--- config.mk ---
export PLATFORM = sky130hd
export DESIGN_NAME = pwr_state_monitor
export DESIGN_NICKNAME = d
export VERILOG_FILES = /design/src/rtl/pwr_mon_pkg.sv /design/src/rtl/pwr_mon_down_counter.sv /design/src/rtl/pwr_mon_next_state.sv /design/src/rtl/pwr_state_monitor.sv
export SDC_FILE = /design/constraint.sdc
export NUM_CORES = 1
export LEC_CHECK = 0
export BUFFER_PORTS_ARGS = -buffer_cell sky130_fd_sc_hd__buf_2
export CORE_UTILIZATION = 30
export CTS_CLUSTER_SIZE = 25
export DETAILED_ROUTE_END_ITERATION = 16
export PLACE_DENSITY_LB_ADDON = 0.15
export SYNTH_ARGS = -nofsm -noshare
export SYNTH_HDL_FRONTEND = slang
export SYNTH_SLANG_ARGS = --single-unit
--- constraint.sdc ---
create_clock -name clk -period 2.84 [get_ports clk]
set_clock_uncertainty 0.15 [all_clocks]
set_input_delay 0.284 -clock clk [delete_from_list [all_inputs] [get_ports clk]]
set_output_delay 0.284 -clock clk [all_outputs]
set_load 0.02 [all_outputs]
--- src/rtl/pwr_mon_pkg.sv ---
// Package: shared state encoding and command codes for the power-state monitor.
// Assumes commands arrive already decoded into a 3-bit code.
package pwr_mon_pkg;

    typedef enum logic [3:0] {
        ST_POWER_ON  = 4'd0,
        ST_IDLE      = 4'd1,
        ST_ACTIVE    = 4'd2,
        ST_ACT_PDN   = 4'd3,
        ST_IDLE_PDN  = 4'd4,
        ST_SELF_REF  = 4'd5,
        ST_DEEP_PDN  = 4'd6,
        ST_RESETTING = 4'd7,
        ST_RST_PDN   = 4'd8
    } pm_state_e;

    localparam logic [2:0] CMD_NOP           = 3'd0;
    localparam logic [2:0] CMD_ACTIVATE      = 3'd1;
    localparam logic [2:0] CMD_PRECHARGE_ALL = 3'd2;
    localparam logic [2:0] CMD_RESET         = 3'd3;
    localparam logic [2:0] CMD_SELF_REF      = 3'd4;
    localparam logic [2:0] CMD_DEEP_PDN      = 3'd5;

    // True for states in which clock-enable is expected to stay low.
    function automatic logic is_low_power(pm_state_e s);
        return (s == ST_ACT_PDN) || (s == ST_IDLE_PDN) || (s == ST_SELF_REF) ||
               (s == ST_DEEP_PDN) || (s == ST_RST_PDN);
    endfunction

endpackage

--- src/rtl/pwr_mon_down_counter.sv ---
// Module: loadable down-counter that stops at zero; `active` is high while
// the count is non-zero. Assumes a load takes priority over counting down.
module pwr_mon_down_counter #(
    parameter int W = 8
) (
    input  logic         clk,
    input  logic         rst_n,
    input  logic         load,
    input  logic [W-1:0] load_val,
    output logic         active
);
    localparam logic [W-1:0] ZERO = '0;
    localparam logic [W-1:0] ONE  = W'(1);

    logic [W-1:0] cnt;

    // Load a new window, or count the open one down to zero.
    always_ff @(posedge clk) begin
        if (!rst_n)
            cnt <= ZERO;
        else if (load)
            cnt <= load_val;
        else if (cnt != ZERO)
            cnt <= cnt - ONE;
    end

    // Drive the open-window flag.
    always_comb active = (cnt != ZERO);

    // an open window shrinks by one each cycle without a load
    a_r8_countdown: assert property (@(posedge clk) disable iff (!rst_n)
        (!load && cnt != ZERO) |=> (cnt == $past(cnt) - ONE));

    // a load of zero leaves no window open
    a_r1_zero_load: assert property (@(posedge clk) disable iff (!rst_n)
        (load && load_val == ZERO) |=> !active);

endmodule

--- src/rtl/pwr_mon_next_state.sv ---
// Module: combinational transition rules. From the current state, the
// previous and current clock-enable samples, chip select, command, guard
// status and init status it computes the next state, a legality flag and the
// timer load strobes. Assumes the caller registers the result.
module pwr_mon_next_state
    import pwr_mon_pkg::*;
(
    input  pm_state_e  cur,
    input  logic       cke_prev,
    input  logic       cke,
    input  logic       cs_n,
    input  logic [2:0] cmd,
    input  logic       guard_open,
    input  logic       init_done,
    output pm_state_e  nxt,
    output logic       legal,
    output logic       load_xp,
    output logic       load_xsr,
    output logic       load_init
);
    logic is_nop;

    // Classify the step as NOP or a real command.
    always_comb is_nop = cs_n || (cmd == CMD_NOP);

    // Evaluate the transition table for this edge.
    always_comb begin
        nxt       = cur;
        legal     = 1'b1;
        load_xp   = 1'b0;
        load_xsr  = 1'b0;
        load_init = 1'b0;
        case ({cke_prev, cke})
            2'b00: begin
                if (!(is_low_power(cur) || cur == ST_POWER_ON))
                    legal = 1'b0;
            end
            2'b01: begin
                if (cur == ST_POWER_ON) begin
                    legal = 1'b1;
                end else if (!is_nop) begin
                    legal = 1'b0;
                end else begin
                    case (cur)
                        ST_ACT_PDN:  begin nxt = ST_ACTIVE;   load_xp  = 1'b1; end
                        ST_IDLE_PDN: begin nxt = ST_IDLE;     load_xp  = 1'b1; end
                        ST_SELF_REF: begin nxt = ST_IDLE;     load_xsr = 1'b1; end
                        ST_DEEP_PDN: nxt = ST_POWER_ON;
                        ST_RST_PDN: begin
                            nxt     = init_done ? ST_IDLE : ST_RESETTING;
                            load_xp = 1'b1;
                        end
                        default: legal = 1'b0;
                    endcase
                end
            end
            2'b10: begin
                if (is_nop) begin
                    case (cur)
                        ST_ACTIVE:    nxt = ST_ACT_PDN;
                        ST_IDLE:      nxt = ST_IDLE_PDN;
                        ST_RESETTING: nxt = ST_RST_PDN;
                        default:      legal = 1'b0;
                    endcase
                end else if (cur == ST_IDLE && cmd == CMD_SELF_REF) begin
                    nxt = ST_SELF_REF;
                end else if (cur == ST_IDLE && cmd == CMD_DEEP_PDN) begin
                    nxt = ST_DEEP_PDN;
                end else begin
                    legal = 1'b0;
                end
            end
            default: begin
                if (is_low_power(cur)) begin
                    legal = 1'b0;
                end else if (!is_nop && cmd == CMD_RESET) begin
                    nxt       = ST_RESETTING;
                    load_init = 1'b1;
                end else if (!is_nop && cmd == CMD_ACTIVATE && cur == ST_IDLE) begin
                    nxt = ST_ACTIVE;
                end else if (!is_nop && cmd == CMD_PRECHARGE_ALL && cur == ST_ACTIVE) begin
                    nxt = ST_IDLE;
                end else if (cur == ST_RESETTING && init_done) begin
                    nxt = ST_IDLE;
                end
            end
        endcase
        if (guard_open && !is_nop)
            legal = 1'b0;
        if (!legal) begin
            nxt       = cur;
            load_xp   = 1'b0;
            load_xsr  = 1'b0;
            load_init = 1'b0;
        end
    end

endmodule

--- src/rtl/pwr_state_monitor.sv ---
// Module: top of the power-state monitor. It registers the clock-enable
// history, the tracked state and the sticky violation flag, and runs one
// guard-window timer and one initialisation timer. Assumes all inputs are
// synchronous to clk and the configuration inputs are stable while a timer
// load can occur.
module pwr_state_monitor
    import pwr_mon_pkg::*;
#(
    parameter int CNT_W = 8
) (
    input  logic             clk,
    input  logic             rst_n,
    input  logic             cke,
    input  logic             cs_n,
    input  logic [2:0]       cmd,
    input  logic [CNT_W-1:0] txp_cycles,
    input  logic [CNT_W-1:0] txsr_cycles,
    input  logic [CNT_W-1:0] tinit5_cycles,
    output logic [3:0]       state,
    output logic             busy,
    output logic             violation
);
    pm_state_e        cur_state;
    pm_state_e        nxt_state;
    logic             cke_prev;
    logic             step_legal;
    logic             load_xp;
    logic             load_xsr;
    logic             load_init;
    logic             guard_open;
    logic             init_running;
    logic             exit_load;
    logic [CNT_W-1:0] exit_len;

    // Transition rules for this edge.
    pwr_mon_next_state u_rules (
        .cur        (cur_state),
        .cke_prev   (cke_prev),
        .cke        (cke),
        .cs_n       (cs_n),
        .cmd        (cmd),
        .guard_open (guard_open),
        .init_done  (!init_running),
        .nxt        (nxt_state),
        .legal      (step_legal),
        .load_xp    (load_xp),
        .load_xsr   (load_xsr),
        .load_init  (load_init)
    );

    // Pick the guard length for the kind of exit taken.
    always_comb begin
        exit_load = load_xp || load_xsr;
        exit_len  = load_xsr ? txsr_cycles : txp_cycles;
    end

    // Guard window opened by power-down and self-refresh exits.
    pwr_mon_down_counter #(.W(CNT_W)) u_exit_win (
        .clk      (clk),
        .rst_n    (rst_n),
        .load     (exit_load),
        .load_val (exit_len),
        .active   (guard_open)
    );

    // Initialisation interval started by an accepted reset command.
    pwr_mon_down_counter #(.W(CNT_W)) u_init_win (
        .clk      (clk),
        .rst_n    (rst_n),
        .load     (load_init),
        .load_val (tinit5_cycles),
        .active   (init_running)
    );

    // Register clock-enable history, state and the sticky flag.
    always_ff @(posedge clk) begin
        if (!rst_n) begin
            cke_prev  <= 1'b0;
            cur_state <= ST_POWER_ON;
            violation <= 1'b0;
        end else begin
            cke_prev  <= cke;
            cur_state <= nxt_state;
            violation <= violation || !step_legal;
        end
    end

    // Drive the output ports.
    always_comb begin
        state = cur_state;
        busy  = guard_open;
    end

    // an illegal step keeps the state and raises the flag
    a_r9_illegal_hold: assert property (@(posedge clk) disable iff (!rst_n)
        !step_legal |=> ($stable(state) && violation));

    // the flag never drops without reset
    a_r10_sticky: assert property (@(posedge clk) disable iff (!rst_n)
        violation |=> violation);

    // self refresh and deep power-down hold while clock-enable stays low
    a_r6_low_hold: assert property (@(posedge clk) disable iff (!rst_n)
        (!cke_prev && !cke && (cur_state == ST_SELF_REF || cur_state == ST_DEEP_PDN))
        |=> $stable(state));

    // a command inside the guard window is flagged
    a_r8_guard_cmd: assert property (@(posedge clk) disable iff (!rst_n)
        (busy && !cs_n && cmd != CMD_NOP) |=> violation);

    // a power-down exit with a non-zero length opens the window
    a_r8_exit_opens: assert property (@(posedge clk) disable iff (!rst_n)
        (load_xp && txp_cycles != '0) |=> busy);

    // a high-to-low NOP step from bank-active lands in active power-down
    a_r4_act_pdn: assert property (@(posedge clk) disable iff (!rst_n)
        (cke_prev && !cke && cs_n && !busy && cur_state == ST_ACTIVE)
        |=> (state == 4'd3));

endmodule

==> impl_metrics.csv <==
group,metric,value,unit
sta,setup_tns,0,ns
routing,drtIter0Drc,126,
job,maxCapViolCount,0,
pwr,seq_power_share,31.1,%
cts,cts_num_sinks,22,
pwr,p_leak,0.879,nW
grt,grt_max_degree,23,
finish,num_antenna_cells,0,
placement,place.gp.congestion,0.797,
setup_path,path_cells,"nand2_1, a211o_2, a22oi_2, a22oi_2, nor2_2, mux2i_1",
floorplanning,coreArea,6030,um2
routing,drc,0,
finish,most-common-layout-cells,"36 x buf_2, 23 x nand2_1, 21 x dfxtp_1, 19 x nor2_1",
sta,slew_headroom,51.1,%
synth,yosysWarnings,0,
synth,syn-instance-count,239,
cts,cts_made_buffers,3,
routing,firstDrtPassIters,4,
grt,track_usage,16.4,%
floorplanning,die_area,6680,um2
synth,synth.distinct_cells,63,
setup_path,cp.arrival,2.62,ns
pwr,p_clk_share,14.5,%
sta,worst_pin_slew,0.727,ns
cts,htreeDepth,1,
setup_path,start_kind,"flip-flop",
grt,antenna_found_initial,0,
finish,fillers,641,
floorplanning,row_count,28,
grt,grt_pass1_wl,8.40,mm
grt,overflow,0,
sta,fmax,388,MHz
finish,drive_gt1_share,23.1,%
setup_path,slowest_delay,0.58,ns
finish,mostFrequentLayoutCell,"buf_2",
sta,rsz0062_at_grt,"false",
floorplanning,fp.dieH,81.8,um
finish,fin_nets,313,
synth,synth-async-reset-ratio,0,%
placement,dpl.hpwl,3.82,mm
worst_hold_path,worstHoldPathType,"in -> reg",
cts,cts_tree,"done",
finish,finalNonFillerCells,348,
sta,finalWorstSetupSlack,0.264,ns
routing,ant_nets,0,
sta,setup_viol_count_final,0,
pwr,p_comb_share,54.4,%
setup_path,critPathCaptureType,"flip-flop",
synth,syn_nets,278,
pwr,switching_power,0.000696,W
floorplanning,num_io_pins,37,
finish,final_util,36.8,%
setup_path,crit_type,"reg -> reg",
sta,finalCriticalPeriod,2.58,ns
finish,area_growth,16.3,%
status,status,"completed",
synth,synthFlopType,"dfxtp_1",
cts,post_cts_buffers,0,
sta,hold_viol_final,0,
cts,clock_latency,0.27,ns
synth,synth_edf_count,0,
synth,ys_seq_elements,22,
floorplanning,die_w,81.8,um
placement,dp_slack,0.217,ns
cts,ctsHoldBuffers,0,
setup_path,crit_path_top_delay_cell,"dfxtp_1",
cts,path_clk_slew,0.09,ns
setup_path,worst_path_most_repeated_cell,"a22oi_2",
setup_path,required,2.89,ns
placement,dp_cells,344,
setup_path,startpoint,"state[1]",
floorplanning,initial_core_util,31.7,%
setup_path,r2r-start,"state[1]",
synth,syn_area_per_cell,7.98,um2
worst_hold_path,min_from,"txsr_cycles[2]",
synth,ys_seq_area_share,23.1,%
cts,cts_root_buffer,"clkbuf_8",
pwr,p_per_area,732,nW/um2
placement,port_buffers,36,
sta,slew_viol_final,0,
pwr,p_sw_share,42.9,%
sta,finalCritPeriodShare,90.7,%
setup_path,crit_fanout,12,
pwr,internal-power,0.000927,W
routing,routedWlPerCell,14.5,um
routing,vias_per_cell,5.41,
grt,grt_pass1_vias,1694,
cts,cts_max_path_buffers,2,
routing,wl,5.05,mm
pwr,ir_drop,321,uV
routing,dr_total_vias,1881,
synth,syn_area,1910,um2
## sequential cells by signal (all words and copies together), names as in the netlist
signal and flops:
cke_prev 1, u_init_win.cnt 8, state 4, u_exit_win.cnt 8, violation 1
## cells in the mapped netlist (2+ instances only)
| master | count | area (um2) |
|---|---|---|
| a211oi_1 | 5 | 37.5 |
| a21o_1 | 3 | 22.5 |
| a21oi_1 | 13 | 65.1 |
| a22oi_2 | 2 | 25.0 |
| a31oi_1 | 2 | 12.5 |
| buf_4 | 4 | 30.0 |
| clkbuf_1 | 6 | 22.5 |
| dfxtp_1 | 22 | 440 |
| ha_1 | 8 | 100 |
| inv_1 | 13 | 48.8 |
| mux2i_1 | 11 | 110 |
| nand2_1 | 23 | 86.3 |
| nand2b_1 | 3 | 18.8 |
| nand3_1 | 10 | 50.1 |
| nand3b_1 | 2 | 15.0 |
| nand4_1 | 2 | 12.5 |
| nand4b_1 | 2 | 17.5 |
| nor2_1 | 19 | 71.3 |
| nor2b_1 | 3 | 18.8 |
| nor3_1 | 6 | 30.0 |
| nor3b_1 | 2 | 15.0 |
| nor4_1 | 4 | 25.0 |
| nor4b_1 | 3 | 26.3 |
| o211ai_1 | 3 | 22.5 |
| o21a_1 | 2 | 15.0 |
| o21ai_0 | 7 | 35.0 |
| o21ai_1 | 2 | 10.0 |
| o22ai_1 | 7 | 43.8 |
| o311a_1 | 2 | 20.0 |
| o31ai_1 | 2 | 15.0 |
| or3_1 | 4 | 25.0 |
| or4_1 | 3 | 22.5 |
| xnor2_1 | 8 | 70.1 |
| xor2_1 | 2 | 17.5 |
## path summary, 6_finish.rpt
| path | endpoint | slack [ns] | depth (start not counted) |
|---|---|---|---|
| worst min register to register | violation | 0.34 | 2 |
| worst min-delay path | u_exit_win.cnt[2] | 0.09 | 3 |
| worst max-delay path | u_init_win.cnt[0] | 0.26 | 6 |
| worst max register to register | u_init_win.cnt[0] | 0.26 | 6 |
## critical path, delay by kind of cell (launching register included)
kind / cells / cell delay (ns)
flops: 1 / 0.58
mux: 1 / 0.24
compound gates: 3 / 0.96
simple gates: 2 / 0.57
## metrics by stage
step                hold WS [ns]  cell area, um2  total power [W]
finish                    0.0903            2220          0.00162
global route              0.0825            2220          0.00178
CTS                       0.0827            2220          0.00164
detailed placement         0.342            2160          0.00139
global placement           0.344            2160          0.00140
floorplan                  0.270            1910          0.00120
## layer usage
layer	part of all wire, %	global-route usage (%)
met1	49	22.5
met2	44	26.0
met4	1.4	3.86
met5	0	0
met3	5.7	3.44
## power by group through the flow
stage | Clock [W] | Sequential (W) | Combinational, W
floorplan | 0 | 0.000491 | 0.000708
global placement | 0 | 0.000511 | 0.000886
detailed placement | 0 | 0.000511 | 0.000880
CTS | 0.000247 | 0.000505 | 0.000887
global route | 0.000258 | 0.000522 | 0.00100
finish | 0.000235 | 0.000506 | 0.000882
## area by class of cell
class | instances | area, um2 | area share (%)
clock buffers | 4 | 55.1 | 2.48
inverters | 13 | 48.8 | 2.20
multi-input cells | 191 | 1350 | 60.7
flip-flops and latches | 22 | 442 | 19.9
well taps | 75 | 93.8 | 4.23
repair buffers | 43 | 233 | 10.5
## logic make-up (layout without fill, tap and decap cells)
family          Yosys count  in the layout  synth area share [%]
simple gates             97             97                  29.9
compound gates           64             64                  24.5
buf+inv                  26             60                  6.36
flops                    22             22                  23.1
mux                      12             12                  6.36
xor+xnor                 10             10                  4.59
fa+ha+maj                 8              8                  5.25
## repair_timing
item,in CTS,in global routing
gates resized for setup,0,1
setup endpoints to repair,0,8
hold endpoints to repair,0,0
No activity file was read; power rests on OpenSTA's default activity.
